===== config.mk =====
export PLATFORM = sky130hd
export DESIGN_NAME = i2c_reg_target
export DESIGN_NICKNAME = d
export VERILOG_FILES = /design/src/rtl/i2c_tgt_pkg.sv /design/src/rtl/i2c_tgt_sync.sv /design/src/rtl/i2c_tgt_ptr.sv /design/src/rtl/i2c_reg_target.sv
export SDC_FILE = /design/constraint.sdc
export NUM_CORES = 1
export LEC_CHECK = 0
export BUFFER_PORTS_ARGS = -buffer_cell sky130_fd_sc_hd__buf_2
export CAP_MARGIN = 20
export CORE_MARGIN = 1.5
export CORE_UTILIZATION = 60
export CTS_BUF_LIST = sky130_fd_sc_hd__clkbuf_2
export CTS_CLUSTER_DIAMETER = 50
export DETAILED_ROUTE_END_ITERATION = 10
export PLACE_DENSITY = 0.81
export SKIP_CTS_REPAIR_TIMING = 1
export SLEW_MARGIN = 30
export SYNTH_ARGS = -nofsm -noshare
export SYNTH_HDL_FRONTEND = slang
export SYNTH_HIERARCHICAL = 1
export SYNTH_SLANG_ARGS = --single-unit

===== constraint.sdc =====
create_clock -name clk -period 7.4 [get_ports clk]
set_clock_uncertainty 0.05 [all_clocks]
set_input_delay 1.48 -clock clk [delete_from_list [all_inputs] [get_ports clk]]
set_output_delay 1.48 -clock clk [all_outputs]
set_load 0.01 [all_outputs]

===== src/rtl/i2c_tgt_pkg.sv =====
package i2c_tgt_pkg;

    typedef enum logic [2:0] {
        ST_IDLE,
        ST_ADDR,
        ST_ADDR_ACK,
        ST_RX,
        ST_RX_ACK,
        ST_TX,
        ST_RD_ACK
    } tgt_state_e;

    localparam int BYTE_W = 8;

endpackage


===== src/rtl/i2c_tgt_sync.sv =====
module i2c_tgt_sync #(
    parameter int STAGES = 2
) (
    input  logic clk,
    input  logic rst_n,
    input  logic scl_in,
    input  logic sda_in,
    output logic sda_lvl,
    output logic scl_rise,
    output logic scl_fall,
    output logic bus_start,
    output logic bus_stop
);
    localparam int NLINES = 2;

    typedef struct packed {
        logic [NLINES-1:0][STAGES-1:0] chain;
        logic [NLINES-1:0]             prev;
    } sync_t;

    sync_t q, d;
    logic [NLINES-1:0] raw;
    logic [NLINES-1:0] now;

    assign raw = {sda_in, scl_in};

    always_comb begin
        d = q;
        for (int i = 0; i < NLINES; i++) begin
            d.chain[i] = {q.chain[i][STAGES-2:0], raw[i]};
            d.prev[i]  = q.chain[i][STAGES-1];
        end
    end

    always_ff @(posedge clk or negedge rst_n) begin
        if (!rst_n) q <= '1;
        else        q <= d;
    end

    generate
        for (genvar g = 0; g < NLINES; g++) begin : g_line
            assign now[g] = q.chain[g][STAGES-1];
        end
    endgenerate

    assign sda_lvl   = now[1];
    assign scl_rise  = now[0] & ~q.prev[0];
    assign scl_fall  = ~now[0] & q.prev[0];
    assign bus_start = now[0] & q.prev[0] & q.prev[1] & ~now[1];
    assign bus_stop  = now[0] & q.prev[0] & ~q.prev[1] & now[1];
endmodule


===== src/rtl/i2c_tgt_ptr.sv =====
module i2c_tgt_ptr #(
    parameter int AW       = 8,
    parameter int WRAP_LEN = 4
) (
    input  logic          clk,
    input  logic          rst_n,
    input  logic          clr_valid,
    input  logic          load_base,
    input  logic [AW-1:0] base_in,
    input  logic          clr_off,
    input  logic          inc_off,
    input  logic          read_mode,
    output logic          ptr_valid,
    output logic [AW-1:0] addr
);
    localparam int WRAP_W = (WRAP_LEN > 1) ? $clog2(WRAP_LEN) : 1;

    typedef struct packed {
        logic [AW-1:0] base;
        logic [AW-1:0] off;
        logic          valid;
    } ptr_t;

    ptr_t q, d;
    logic [AW-1:0] wr_off;

    always_comb begin
        d = q;
        if (clr_valid) d.valid = 1'b0;
        if (load_base) begin
            d.base  = base_in;
            d.off   = '0;
            d.valid = 1'b1;
        end
        if (clr_off) d.off = '0;
        if (inc_off) d.off = q.off + 1'b1;
    end

    always_ff @(posedge clk or negedge rst_n) begin
        if (!rst_n) q <= '0;
        else        q <= d;
    end

    generate
        if (WRAP_LEN > 1) begin : g_wrap
            assign wr_off = AW'(q.off[WRAP_W-1:0]);
        end else begin : g_nowrap
            assign wr_off = q.off;
        end
    endgenerate

    assign ptr_valid = q.valid;
    assign addr      = q.base + (read_mode ? q.off : wr_off);
endmodule


===== src/rtl/i2c_reg_target.sv =====
module i2c_reg_target
    import i2c_tgt_pkg::*;
#(
    parameter logic [4:0] DEV_HI      = 5'b10110,
    parameter int         SYNC_STAGES = 2,
    parameter int         WRAP_LEN    = 4
) (
    input  logic              clk,
    input  logic              rst_n,
    input  logic              chip_en,
    input  logic [1:0]        addr_sel,
    input  logic              scl_in,
    input  logic              sda_in,
    output logic              sda_low,
    output logic [BYTE_W-1:0] reg_addr,
    output logic              reg_wr_en,
    output logic [BYTE_W-1:0] reg_wdata,
    input  logic [BYTE_W-1:0] reg_rdata
);
    localparam int BITC_W = $clog2(BYTE_W) + 1;

    typedef struct packed {
        tgt_state_e        st;
        logic [BITC_W-1:0] bitc;
        logic [BYTE_W-1:0] shift;
        logic              rw;
        logic              ackd;
        logic              drive;
        logic              was_data;
        logic              wr_en;
        logic [BYTE_W-1:0] wdata;
    } ctl_t;

    ctl_t q, d;

    logic sda_lvl, scl_rise, scl_fall, bus_start, bus_stop;
    logic clr_valid, load_base, clr_off, inc_off, ptr_valid;
    logic [6:0] my_addr;

    assign my_addr = {DEV_HI, addr_sel};

    i2c_tgt_sync #(.STAGES(SYNC_STAGES)) u_sync (
        .clk      (clk),
        .rst_n    (rst_n),
        .scl_in   (scl_in),
        .sda_in   (sda_in),
        .sda_lvl  (sda_lvl),
        .scl_rise (scl_rise),
        .scl_fall (scl_fall),
        .bus_start(bus_start),
        .bus_stop (bus_stop)
    );

    i2c_tgt_ptr #(.AW(BYTE_W), .WRAP_LEN(WRAP_LEN)) u_ptr (
        .clk      (clk),
        .rst_n    (rst_n),
        .clr_valid(clr_valid),
        .load_base(load_base),
        .base_in  (q.shift),
        .clr_off  (clr_off),
        .inc_off  (inc_off),
        .read_mode(q.rw),
        .ptr_valid(ptr_valid),
        .addr     (reg_addr)
    );

    always_comb begin
        d         = q;
        d.wr_en   = 1'b0;
        clr_valid = 1'b0;
        load_base = 1'b0;
        clr_off   = 1'b0;
        inc_off   = 1'b0;
        if (!chip_en) begin
            d.st      = ST_IDLE;
            d.drive   = 1'b0;
            d.bitc    = '0;
            clr_valid = 1'b1;
        end else if (bus_stop) begin
            d.st      = ST_IDLE;
            d.drive   = 1'b0;
            clr_valid = 1'b1;
        end else if (bus_start) begin
            d.st    = ST_ADDR;
            d.bitc  = '0;
            d.drive = 1'b0;
        end else begin
            unique case (q.st)
                ST_ADDR: begin
                    if (scl_rise) begin
                        d.shift = {q.shift[BYTE_W-2:0], sda_lvl};
                        d.bitc  = q.bitc + 1'b1;
                    end else if (scl_fall && q.bitc == BITC_W'(BYTE_W)) begin
                        d.bitc = '0;
                        if (q.shift[BYTE_W-1:1] == my_addr) begin
                            d.st    = ST_ADDR_ACK;
                            d.drive = 1'b1;
                            d.rw    = q.shift[0];
                            clr_off = 1'b1;
                        end else begin
                            d.st = ST_IDLE;
                        end
                    end
                end
                ST_ADDR_ACK: begin
                    if (scl_rise) begin
                        d.bitc = BITC_W'(1);
                    end else if (scl_fall && q.bitc == BITC_W'(1)) begin
                        d.bitc = '0;
                        if (q.rw) begin
                            d.st    = ST_TX;
                            d.shift = reg_rdata;
                            d.drive = ~reg_rdata[BYTE_W-1];
                        end else begin
                            d.st    = ST_RX;
                            d.drive = 1'b0;
                        end
                    end
                end
                ST_RX: begin
                    if (scl_rise) begin
                        d.shift = {q.shift[BYTE_W-2:0], sda_lvl};
                        d.bitc  = q.bitc + 1'b1;
                    end else if (scl_fall && q.bitc == BITC_W'(BYTE_W)) begin
                        d.st    = ST_RX_ACK;
                        d.drive = 1'b1;
                        d.bitc  = '0;
                        if (!ptr_valid) begin
                            load_base  = 1'b1;
                            d.was_data = 1'b0;
                        end else begin
                            d.wr_en    = 1'b1;
                            d.wdata    = q.shift;
                            d.was_data = 1'b1;
                        end
                    end
                end
                ST_RX_ACK: begin
                    if (scl_rise) begin
                        d.bitc = BITC_W'(1);
                    end else if (scl_fall && q.bitc == BITC_W'(1)) begin
                        d.st    = ST_RX;
                        d.drive = 1'b0;
                        d.bitc  = '0;
                        inc_off = q.was_data;
                    end
                end
                ST_TX: begin
                    if (scl_rise) begin
                        d.bitc = q.bitc + 1'b1;
                    end else if (scl_fall && q.bitc == BITC_W'(BYTE_W)) begin
                        d.st    = ST_RD_ACK;
                        d.drive = 1'b0;
                        d.bitc  = '0;
                        inc_off = 1'b1;
                    end else if (scl_fall && q.bitc != '0) begin
                        d.shift = {q.shift[BYTE_W-2:0], 1'b0};
                        d.drive = ~q.shift[BYTE_W-2];
                    end
                end
                ST_RD_ACK: begin
                    if (scl_rise) begin
                        d.ackd = ~sda_lvl;
                        d.bitc = BITC_W'(1);
                    end else if (scl_fall && q.bitc == BITC_W'(1)) begin
                        d.bitc = '0;
                        if (q.ackd) begin
                            d.st    = ST_TX;
                            d.shift = reg_rdata;
                            d.drive = ~reg_rdata[BYTE_W-1];
                        end else begin
                            d.st = ST_IDLE;
                        end
                    end
                end
                default: ;
            endcase
        end
    end

    always_ff @(posedge clk or negedge rst_n) begin
        if (!rst_n) begin
            q    <= '0;
            q.st <= ST_IDLE;
        end else begin
            q <= d;
        end
    end

    assign sda_low   = q.drive;
    assign reg_wr_en = q.wr_en;
    assign reg_wdata = q.wdata;
endmodule


==> flow_metrics.tcl <==
set metrics [dict create \
    tns_ns 0 \
    seq_area_frac_synth_pct 42.2 \
    fmax_ghz 0.252 \
    startpoint_type "flop" \
    clkLatencyLatePin_ns 0.43 \
    synth.top_cell.area_share_pct 37.0 \
    synth_edf_count 0 \
    worstHoldEndpoint "u_sync/sda_lvl" \
    drive_gt1_share_pct 27.2 \
    drv_cap 0 \
    grt_setup_unrepaired "no" \
    final-hold-violation-count 0 \
    yosys_warnings 6 \
    cts_buffers 5 \
    endpoint_kind "primary output" \
    hold_path.class "flop to flop" \
    power_mw 0.493 \
    die_h_um 74.2 \
    finalSetupViolCount 0 \
    clkTransAtPathRegs_ns 0.27 \
    fin_crit_sh_pct 53.6 \
    async_flop_share_pct 100 \
    drc 0 \
    dieArea_sq_um 5510 \
    fin_cells 379 \
    syn_to_final_growth_pct 5.75 \
    synthDistinctLibCells 62 \
    crit_top_cell "a21oi_1" \
    coreArea_sq_um 4820 \
    cts_buffer_depth 2 \
    cellPowerDensity_nw_per_um2 153 \
    worstPathRequired_ns 5.87 \
    path_cells "ha_1, fa_1, a21oi_1, o211ai_1, a21oi_1, xnor2_1, buf_2" \
    totalWireLength_um 5920 \
    ios 33 \
    antenna_found_initial 0 \
    syn_area_per_cell_sq_um 10.5 \
    cp_max_fo 6 \
    p_leak_nw 1.58 \
    cp_data_arrival_time_ns 2.43 \
    r2r-end "u_ptr/q[1]" \
    netlist_area_sq_um 3050 \
    yosys_register_bits 51 \
    cts_tree "yes" \
    cp_slowest_cell "dfrtp_1" \
    syn_nets 317 \
    slowest_delay_ns 0.51 \
    place_hpwl_um 4360 \
    status "complete, no violations" \
    place_inst 371 \
    worstReg2RegStart "u_sync/sda_lvl" \
    fin_nets 338 \
    place_ws_ns 3.49 \
    grt_start_max_net_pins 52 \
    grt_usage_pct 23.0 \
    die_w_um 74.2 \
    worstMarginPinSlew_ns 0.867 \
    crit_type "flop to primary output" \
    antenna_cells 0 \
    worst_slack_ns 3.44 \
    finalCriticalPeriod_ns 3.96 \
    gr-total-overflow 0 \
    slew_violations 0 \
    synth_top_cell_by_area "dfrtp_1" \
    vias_per_cell 5.77 \
    synth_ff_type "dfrtp_1" \
    drt_iter0_drc 177 \
    cts_max_level 2 \
    holdWs_ns 0.326 \
    dr.pass1.iters 4 \
    rows 25 \
    cts_root_buffer "clkbuf_2" \
    cts.sinks 51 \
    regToRegSetupSlack_ns 4.26 \
    vias 2187 \
    grt_pass1_vias 2119 \
    synthTopCellsByArea "dfrtp_1, mux2_2, dfstp_2" \
    routedWlPerCell_um 15.6 \
    start_util_pct 63.2 \
    final_cell_mix "dfrtp_1, buf_2, mux2_2, nand2_1, inv_1" \
    mostFrequentLayoutCell "dfrtp_1" \
    min-delay-start "u_sync/d[5]" \
    hold_depth 0 \
    gp_congestion 0.890 \
    grt_pass1_wl_um 9840 \
    relSlewSlack_pct 42.1 \
    reg2reg_depth 7 \
    synthCells 290 \
    port_buffers 32 \
    antenna_left 0 \
    power.ir.vdd_worst_v 0.000144 \
]
worst max-delay path by stage:
stage | cells after the start | start | to | slack [ns]
floorplan | 6 | u_ptr/q[1] | reg_addr[6] | 4.22
global route | 7 | u_ptr/q[1] | reg_addr[6] | 3.27
detailed placement | 8 | chip_en | u_ptr/q[5] | 3.49
global placement | 7 | chip_en | u_ptr/q[1] | 3.63
finish | 7 | u_ptr/q[1] | reg_addr[6] | 3.44
CTS | 7 | u_ptr/q[1] | reg_addr[6] | 3.44
worst max-delay path, delay by kind of cell, from the launching register on:
kind | cells | cell delay, ns
fa+ha+maj | 2 | 0.65
flops | 1 | 0.51
compound gates | 3 | 0.55
xor+xnor | 1 | 0.14
buf+inv | 1 | 0.15
area by class of cell:
cell class	instances	area, sq um
fill	404	1600
multi-input combinational	206	1590
timing repair buffer	32	163
tap	67	83.8
clock buffer	6	30.0
clock inverter	2	16.3
sequential	51	1280
inverter	15	56.3
synthesized netlist by cell type (all sizes together), types with 5 or more instances:
cell	n
a21oi	12
dfrtp	45
and2	5
nand3	8
buf	14
ha	11
nand2	24
inv	15
o21ai	16
xor2	6
dfstp	6
mux2	37
nor2	13
nor2b	8
nand4	5
layer usage:
layer | GRT usage [%] | vias to the layer above | part of all wire (%)
met5 | 0 | - | 0
met2 | 36.1 | 47 | 47
met4 | 5.05 | 0 | 0.51
met1 | 33.7 | 1058 | 49
met3 | 4.20 | 4 | 3.7
li1 | - | 1078 | -
where the power goes:
part           internal, mW  switching [mW]
clock network        0.0260          0.0902
registers             0.299          0.0253
logic                0.0264          0.0263
registers in the layout (all words and copies together), names as in the netlist:
name             count
q                   18
u_ptr/q             16
reg_wdata            8
u_sync/d             3
u_sync/q             2
reg_wr_en            1
sda_low              1
u_ptr/ptr_valid      1
u_sync/sda_lvl       1
logic make-up after synthesis:
kind of cell | count (synthesis) | synth area share, %
adder cells (fa/ha/maj) | 12 | 5.18
AND/OR/NAND/NOR | 90 | 17.3
flip-flops | 51 | 42.2
XOR/XNOR | 10 | 2.88
buffers and inverters | 33 | 5.71
AO/OA/AOI/OAI | 53 | 11.8
multiplexers | 41 | 15.0
per-stage QoR:
step	cell area, sq um	util [%]
2_1_floorplan	3050	-
3_5_place_dp	3170	65.9
3_3_place_gp	3170	65.8
4_1_cts	3220	66.9
6_report	3220	66.9
5_1_grt	3220	66.9
No activity file was read; power rests on OpenSTA's default activity.
